### src/rtl/pcm_port_pkg.sv
package pcm_port_pkg;
    localparam int SAMPLE_W = 13;

    typedef enum logic [1:0] {
        FS_LOW,
        FS_FIRST,
        FS_WIDE
    } fs_state_t;

    typedef enum logic [1:0] {
        TX_IDLE,
        TX_ARM,
        TX_SHIFT,
        TX_HOLD
    } tx_state_t;

    typedef enum logic {
        RX_IDLE,
        RX_SHIFT
    } rx_state_t;
endpackage

### src/rtl/pcm_fs_detect.sv
module pcm_fs_detect
    import pcm_port_pkg::*;
(
    input  logic clk,
    input  logic rst_n,
    input  logic bclk,
    input  logic fs,
    output logic bclk_fall,
    output logic sync_start,
    output logic mode_long
);
    fs_state_t state, state_nx;
    logic      bclk_q;
    logic      mode_nx;

    always_ff @(posedge clk or negedge rst_n) begin
        if (!rst_n) begin
            bclk_q    <= 1'b0;
            state     <= FS_LOW;
            mode_long <= 1'b0;
        end else begin
            bclk_q    <= bclk;
            state     <= state_nx;
            mode_long <= mode_nx;
        end
    end

    assign bclk_fall  = bclk_q & ~bclk;
    assign sync_start = bclk_fall & fs & (state == FS_LOW);

    always_comb begin
        state_nx = state;
        mode_nx  = mode_long;
        if (bclk_fall) begin
            unique case (state)
                FS_LOW:   if (fs) state_nx = FS_FIRST;
                FS_FIRST: begin
                    if (fs) begin
                        state_nx = FS_WIDE;
                    end else begin
                        state_nx = FS_LOW;
                        mode_nx  = 1'b0;
                    end
                end
                FS_WIDE: begin
                    if (!fs) begin
                        state_nx = FS_LOW;
                        mode_nx  = 1'b1;
                    end
                end
                default:  state_nx = FS_LOW;
            endcase
        end
    end
endmodule

### src/rtl/pcm_tx_serializer.sv
module pcm_tx_serializer
    import pcm_port_pkg::*;
#(
    parameter int WORD_W       = SAMPLE_W,
    parameter int BLANK_FRAMES = 2
) (
    input  logic              clk,
    input  logic              rst_n,
    input  logic              pwr_up,
    input  logic              bclk,
    input  logic              bclk_fall,
    input  logic              sync_start,
    input  logic              fs,
    input  logic              mode_long,
    input  logic [WORD_W-1:0] word,
    output logic              data,
    output logic              oe,
    output logic              blank
);
    localparam int IDX_W   = $clog2(WORD_W);
    localparam int BLANK_W = $clog2(BLANK_FRAMES + 1);
    localparam logic [IDX_W-1:0]   LAST_IDX   = IDX_W'(WORD_W - 1);
    localparam logic [BLANK_W-1:0] BLANK_INIT = BLANK_W'(BLANK_FRAMES);

    tx_state_t          state, state_nx;
    logic               bclk_q;
    logic               bclk_rise;
    logic [WORD_W-1:0]  shreg;
    logic [IDX_W-1:0]   bit_idx;
    logic [BLANK_W-1:0] blank_cnt;
    logic               frame_long;

    assign bclk_rise = bclk & ~bclk_q;

    // state register
    always_ff @(posedge clk or negedge rst_n) begin
        if (!rst_n) state <= TX_IDLE;
        else        state <= state_nx;
    end

    always_comb begin
        state_nx = state;
        if (!pwr_up) begin
            state_nx = TX_IDLE;
        end else begin
            unique case (state)
                TX_IDLE:  if (sync_start && blank_cnt == '0) state_nx = TX_ARM;
                TX_ARM:   if (bclk_rise) state_nx = TX_SHIFT;
                TX_SHIFT: if (bclk_fall && bit_idx == LAST_IDX)
                              state_nx = (frame_long && fs) ? TX_HOLD : TX_IDLE;
                TX_HOLD:  if (!fs) state_nx = TX_IDLE;
            endcase
        end
    end

    // datapath and blanking counter
    always_ff @(posedge clk or negedge rst_n) begin
        if (!rst_n) begin
            bclk_q     <= 1'b0;
            shreg      <= '0;
            bit_idx    <= '0;
            blank_cnt  <= BLANK_INIT;
            frame_long <= 1'b0;
        end else begin
            bclk_q <= bclk;
            if (!pwr_up) begin
                blank_cnt <= BLANK_INIT;
            end else if (state == TX_IDLE && sync_start) begin
                shreg      <= word;
                frame_long <= mode_long;
                if (blank_cnt != '0) blank_cnt <= blank_cnt - 1'b1;
            end else if (state == TX_ARM && bclk_rise) begin
                bit_idx <= '0;
            end else if (state == TX_SHIFT && bclk_rise && bit_idx != LAST_IDX) begin
                shreg   <= {shreg[WORD_W-2:0], 1'b0};
                bit_idx <= bit_idx + 1'b1;
            end
        end
    end

    // outputs
    always_comb begin
        data  = shreg[WORD_W-1];
        blank = (blank_cnt != '0);
        unique case (state)
            TX_IDLE:  oe = 1'b0;
            TX_ARM:   oe = frame_long;
            TX_SHIFT: oe = 1'b1;
            TX_HOLD:  oe = 1'b1;
        endcase
    end

    assert_blank_hiz_R8: assert property (@(posedge clk) disable iff (!rst_n)
        blank |-> !oe);

    assert_powerdown_off_R9: assert property (@(posedge clk) disable iff (!rst_n)
        !pwr_up |=> !oe);

    assert_short_release_R5: assert property (@(posedge clk) disable iff (!rst_n)
        (state == TX_SHIFT && bclk_fall && bit_idx == LAST_IDX && !frame_long) |=> !oe);
endmodule

### src/rtl/pcm_rx_deserializer.sv
module pcm_rx_deserializer
    import pcm_port_pkg::*;
#(
    parameter int WORD_W = SAMPLE_W
) (
    input  logic              clk,
    input  logic              rst_n,
    input  logic              pwr_up,
    input  logic              bclk_fall,
    input  logic              sync_start,
    input  logic              din,
    output logic [WORD_W-1:0] word,
    output logic              valid
);
    localparam int IDX_W = $clog2(WORD_W);
    localparam logic [IDX_W-1:0] LAST_IDX = IDX_W'(WORD_W - 1);

    rx_state_t         state, state_nx;
    logic [WORD_W-1:0] shreg;
    logic [IDX_W-1:0]  bit_cnt;

    // state register
    always_ff @(posedge clk or negedge rst_n) begin
        if (!rst_n) state <= RX_IDLE;
        else        state <= state_nx;
    end

    always_comb begin
        state_nx = state;
        if (!pwr_up) begin
            state_nx = RX_IDLE;
        end else begin
            unique case (state)
                RX_IDLE:  if (sync_start) state_nx = RX_SHIFT;
                RX_SHIFT: if (!sync_start && bclk_fall && bit_cnt == LAST_IDX)
                              state_nx = RX_IDLE;
            endcase
        end
    end

    // outputs and shift register
    always_ff @(posedge clk or negedge rst_n) begin
        if (!rst_n) begin
            shreg   <= '0;
            bit_cnt <= '0;
            word    <= '0;
            valid   <= 1'b0;
        end else begin
            valid <= 1'b0;
            if (!pwr_up) begin
                bit_cnt <= '0;
            end else if (sync_start) begin
                bit_cnt <= '0;
            end else if (state == RX_SHIFT && bclk_fall) begin
                shreg   <= {shreg[WORD_W-2:0], din};
                bit_cnt <= bit_cnt + 1'b1;
                if (bit_cnt == LAST_IDX) begin
                    word  <= {shreg[WORD_W-2:0], din};
                    valid <= 1'b1;
                end
            end
        end
    end

    assert_valid_single_R7: assert property (@(posedge clk) disable iff (!rst_n)
        valid |=> !valid);

    assert_count_range_R7: assert property (@(posedge clk) disable iff (!rst_n)
        (state == RX_SHIFT) |-> (bit_cnt <= LAST_IDX));
endmodule

### src/rtl/pcm_voice_port.sv
module pcm_voice_port
    import pcm_port_pkg::*;
#(
    parameter int WORD_W       = SAMPLE_W,
    parameter int BLANK_FRAMES = 2
) (
    input  logic              clk,
    input  logic              rst_n,
    input  logic              pwr_up,
    input  logic              tx_bclk,
    input  logic              tx_fs,
    input  logic [WORD_W-1:0] tx_word,
    output logic              tx_data,
    output logic              tx_oe,
    output logic              tx_blank,
    output logic              tx_long,
    input  logic              rx_bclk,
    input  logic              rx_fs,
    input  logic              rx_data,
    output logic [WORD_W-1:0] rx_word,
    output logic              rx_valid,
    output logic              rx_long
);
    logic tx_fall, tx_sync;
    logic rx_fall, rx_sync;

    pcm_fs_detect u_tx_fs (
        .clk        (clk),
        .rst_n      (rst_n),
        .bclk       (tx_bclk),
        .fs         (tx_fs),
        .bclk_fall  (tx_fall),
        .sync_start (tx_sync),
        .mode_long  (tx_long)
    );

    pcm_fs_detect u_rx_fs (
        .clk        (clk),
        .rst_n      (rst_n),
        .bclk       (rx_bclk),
        .fs         (rx_fs),
        .bclk_fall  (rx_fall),
        .sync_start (rx_sync),
        .mode_long  (rx_long)
    );

    pcm_tx_serializer #(
        .WORD_W       (WORD_W),
        .BLANK_FRAMES (BLANK_FRAMES)
    ) u_tx (
        .clk        (clk),
        .rst_n      (rst_n),
        .pwr_up     (pwr_up),
        .bclk       (tx_bclk),
        .bclk_fall  (tx_fall),
        .sync_start (tx_sync),
        .fs         (tx_fs),
        .mode_long  (tx_long),
        .word       (tx_word),
        .data       (tx_data),
        .oe         (tx_oe),
        .blank      (tx_blank)
    );

    pcm_rx_deserializer #(
        .WORD_W (WORD_W)
    ) u_rx (
        .clk        (clk),
        .rst_n      (rst_n),
        .pwr_up     (pwr_up),
        .bclk_fall  (rx_fall),
        .sync_start (rx_sync),
        .din        (rx_data),
        .word       (rx_word),
        .valid      (rx_valid)
    );
endmodule

### config.mk
export PLATFORM = sky130hd
export DESIGN_NAME = pcm_voice_port
export DESIGN_NICKNAME = d
export VERILOG_FILES = /design/src/rtl/pcm_port_pkg.sv /design/src/rtl/pcm_fs_detect.sv /design/src/rtl/pcm_tx_serializer.sv /design/src/rtl/pcm_rx_deserializer.sv /design/src/rtl/pcm_voice_port.sv
export SDC_FILE = /design/constraint.sdc
export NUM_CORES = 1
export LEC_CHECK = 0
export BUFFER_PORTS_ARGS = -buffer_cell sky130_fd_sc_hd__buf_2
export CAP_MARGIN = 20
export CORE_MARGIN = 2
export CORE_UTILIZATION = 51
export CTS_CLUSTER_DIAMETER = 40
export DETAILED_ROUTE_END_ITERATION = 12
export GPL_TIMING_DRIVEN = 0
export MAX_ROUTING_LAYER = met4
export PLACE_DENSITY_LB_ADDON = 0.3
export REMOVE_ABC_BUFFERS = 1
export SETUP_SLACK_MARGIN = 0.1
export SYNTH_ARGS = -nofsm -noshare
export SYNTH_HDL_FRONTEND = slang
export SYNTH_SLANG_ARGS = --single-unit
### constraint.sdc
create_clock -name clk -period 2.1 [get_ports clk]
set_clock_uncertainty 0.1 [all_clocks]
set_input_delay 0 -clock clk [delete_from_list [all_inputs] [get_ports clk]]
set_output_delay 0 -clock clk [all_outputs]
set_load 0.01 [all_outputs]
==> impl_metrics.toml <==
[final_layout]
final_nets = 330
multiInputGateArea_sq_mm = 0.00126
post-route-util_pct = 67.3
finish.instance_area_sq_mm = 0.00366
ff_latch_area_sq_mm = 0.00153
area_growth_pct = 29.6
nFillCells = 380
n_antenna_cell = 0
drive_gt1_share_pct = 42.1

[global_route]
grt_antenna_before_repair = 0
first_global_vias = 1974
grt_max_degree = 35
track_usage_pct = 20.6
gr-total-overflow = 0
grt_pass1_wl_microns = 9420

[route]
wirelength_microns = 5710
wl_per_cell_microns = 15.0
via_per_inst = 5.17
drt_iter0_drc = 103
drt_first_pass_iters = 4
ant_nets = 0
drc = 0
vias = 1971

[synth]
synth_flop_cell = "dfrtp_1"
syn_area_per_cell_sq_um = 12.2
synth_cell_type_count = 43
ys_ff_latch = 61
synth_seq_area_share_pct = 54.1
synth_edf_count = 0
yosysWarnings = 0
syn_area_sq_mm = 0.00282
async_reset_ff_share_pct = 100
synth_cells = 232

[floorplanning]
fp.dieW_microns = 78.4
core_area_sq_mm = 0.00544
fp.dieArea_sq_mm = 0.00615
row_count = 27
die_h_microns = 78.4
ios = 40
start_util_pct = 51.9

[min_path]
holdPathStages = 4
min-delay-path-class = "in -> reg"

[pwr]
power_mw = 3.08
power_density_mw_per_mm2 = 843
ir_drop_mv = 0.527
pwr-share-comb_pct = 13.8
p_leak_nw = 1.87
pwr-share-clk_pct = 41.9
seqPwrFrac_pct = 44.4
switching_share_pct = 23.7
p_int_mw = 2.35
net-switching-power_uw = 730

[flow_run]
maxCapViolCount = 0

[worst_setup_path]
crit_fanout = 5
r2r_setup_slack_ns = -0.07
worstPathArrival_ns = 2.30
reg2reg_depth = 4
crit_chain = "or3b_4 -> or4b_4 -> mux2_4 -> mux2_2"
worstSetupStartpointType = "register"
required_ns = 2.22
cp-end-kind = "register"
path_buf_inv = 0
worstSetupPathType = "reg -> reg"
critPathSlowestCell = "or4b_4"
cp_top_family = "simple AND/OR/NAND/NOR gates"
reg2reg_from = "u_tx_fs.state[1]$_DFFE_PN0P_"
cp_num_cells = 4
slowest_delay_ns = 0.57
crit_path_end = "u_tx.shreg[9]$_DFFE_PN0P_"
r2r-end = "u_tx.shreg[9]$_DFFE_PN0P_"
crit_start = "u_tx_fs.state[1]$_DFFE_PN0P_"

[cts]
cts_root_buffer = "clkbuf_8"
cts.path.max_buffers = 2
numCtsBuffers = 9
cts_tree = "yes"
clkTransAtPathRegs_ns = 0.08
htreeDepth = 3
worstSkewPairLatency_ns = 0.34
cts_sinks = 61

[sta]
fin_crit_sh_pct = 103
hold_violations = 0
layout_min_cycle_time_ns = 2.17
fin_ws_ns = -0.0712
slew-limit-headroom_pct = 56.3
grt_setup_unrepaired = "yes"
finalSetupTns_ns = -0.610
worst_slew_pin_slew_ns = 0.656
setup-violations-final = 12
drv_slew = 0
max_freq_mhz = 461

[outcome]
violations = "setup timing"
status = "finished, violations left"

[place]
port_buffers = 39
hpwl_microns = 3420
place_area_sq_mm = 0.00309
place_congestion = 0.784
[layout by cell type (no fill, tap or decap), types with 4 or more instances in the layout]
cell type       n
clkbuf_8       10
nand2_1        18
mux2_2         47
mux2_4          4
buf_4           7
dfrtp_1        60
buf_2          39
a21oi_1         9
dlygate4sd3_1  20
and3_1          4
nor2_1         11
o21ai_0        11
ha_1            5
inv_1          13
[state kept, by name, summed over array words and instances (netlist names)]
register / flops
u_rx.bit_cnt: 4
u_rx.shreg: 12
u_rx.state: 1
u_rx.valid: 1
u_rx.word: 13
u_rx_fs.bclk_q: 1
u_rx_fs.mode_long: 1
u_rx_fs.state: 2
u_tx.bclk_q: 1
u_tx.bit_idx: 4
u_tx.blank_cnt: 2
u_tx.frame_long: 1
u_tx.shreg: 13
u_tx.state: 2
u_tx_fs.mode_long: 1
u_tx_fs.state: 2
[final cells by class]
| class | count | area share [%] |
|---|---|---|
| flip-flops and latches | 61 | 41.8 |
| clock inverters | 5 | 2.91 |
| well taps | 72 | 2.46 |
| inverters | 13 | 1.33 |
| multi-input cells | 151 | 34.6 |
| repair buffers | 68 | 13.1 |
| clock buffers | 11 | 3.86 |
[cell usage after synthesis (all sizes together), types with 2 or more instances]
cell type,count,area share [%]
o21ai,12,2.1
buf,3,1.1
nand2b,2,0.44
a311oi,2,0.62
or3b,2,0.71
nand2,18,2.4
a21oi,10,1.8
dfrtp,60,53
and3b,2,0.62
nand3,2,0.35
and3,4,0.89
ha,5,2.2
a22oi,2,0.53
clkbuf,6,0.80
mux2,51,21
nor2b,3,0.66
a31oi,2,0.44
nor2,12,1.6
xor2,2,0.62
inv,13,1.7
[timing repair]
| action | CTS | global route |
|---|---|---|
| cloned | 2 | 0 |
| resized for setup | 7 | 7 |
| hold endpoints to repair | 56 | 0 |
| setup endpoints to repair | 29 | 18 |
| pin swaps | 2 | 2 |
| buffers inserted | 6 | 0 |
| hold buffers | 20 | 0 |
[stage by stage]
stage | instances | setup WS, ns | hold slack, ns
floorplan | 223 | -0.407 | -0.396
global placement | 334 | -0.948 | 0.0607
detailed placement | 337 | -0.542 | -0.0294
CTS | 381 | -0.127 | 0.0193
global route | 381 | -0.0985 | 0.0783
finish | 381 | -0.0712 | 0.0535
[metal layers]
layer | share of wire (%) | vias to the layer above | track usage [%]
li1 | - | 966 | -
met1 | 45 | 960 | 25.8
met2 | 50 | 39 | 32.5
met3 | 3.5 | 6 | 5.52
met4 | 1.0 | 0 | 7.37
met5 | 0 | - | -
[how the worst min path moves through the flow]
stage / from / endpoint / slack [ns]
floorplan: rst_n / u_rx.bit_cnt[0]$_DFFE_PN0P_ / -0.40
global placement: rx_bclk / u_rx_fs.bclk_q$_DFF_PN0_ / 0.06
detailed placement: rst_n / u_tx.shreg[9]$_DFFE_PN0P_ / -0.03
CTS: tx_bclk / u_tx_fs.state[0]$_DFFE_PN0P_ / 0.02
global route: tx_bclk / u_tx_fs.state[0]$_DFFE_PN0P_ / 0.08
finish: tx_bclk / u_tx_fs.state[0]$_DFFE_PN0P_ / 0.05
[logic make-up (layout without fill, tap and decap cells)]
family / Yosys count / in the layout / synth area share (%)
and+or+nand+nor: 53 / 55 / 9.97
adders and majority gates: 5 / 5 / 2.22
buffers and inverters: 22 / 97 / 3.63
DFF: 61 / 61 / 54.1
AOI/OAI and AO/OA: 36 / 36 / 7.93
muxes: 52 / 52 / 21.2
xor gates and xnor gates: 3 / 3 / 0.931
[power by group through the flow]
stage / Combinational, mW / Sequential [mW] / Clock [mW]
4_1_cts: 0.418 / 1.36 / 1.32
5_1_grt: 0.471 / 1.38 / 1.36
3_3_place_gp: 0.326 / 1.38 / 0
6_report: 0.424 / 1.37 / 1.29
3_5_place_dp: 0.347 / 1.39 / 0
2_1_floorplan: 0.233 / 1.37 / 0
[worst min-delay path: stages]
cell and delay [ns]:
buf_2 0.12, or2b_1 0.19, nand2_1 0.07, o31ai_1 0.07
Power figures use the tool's default switching activity.
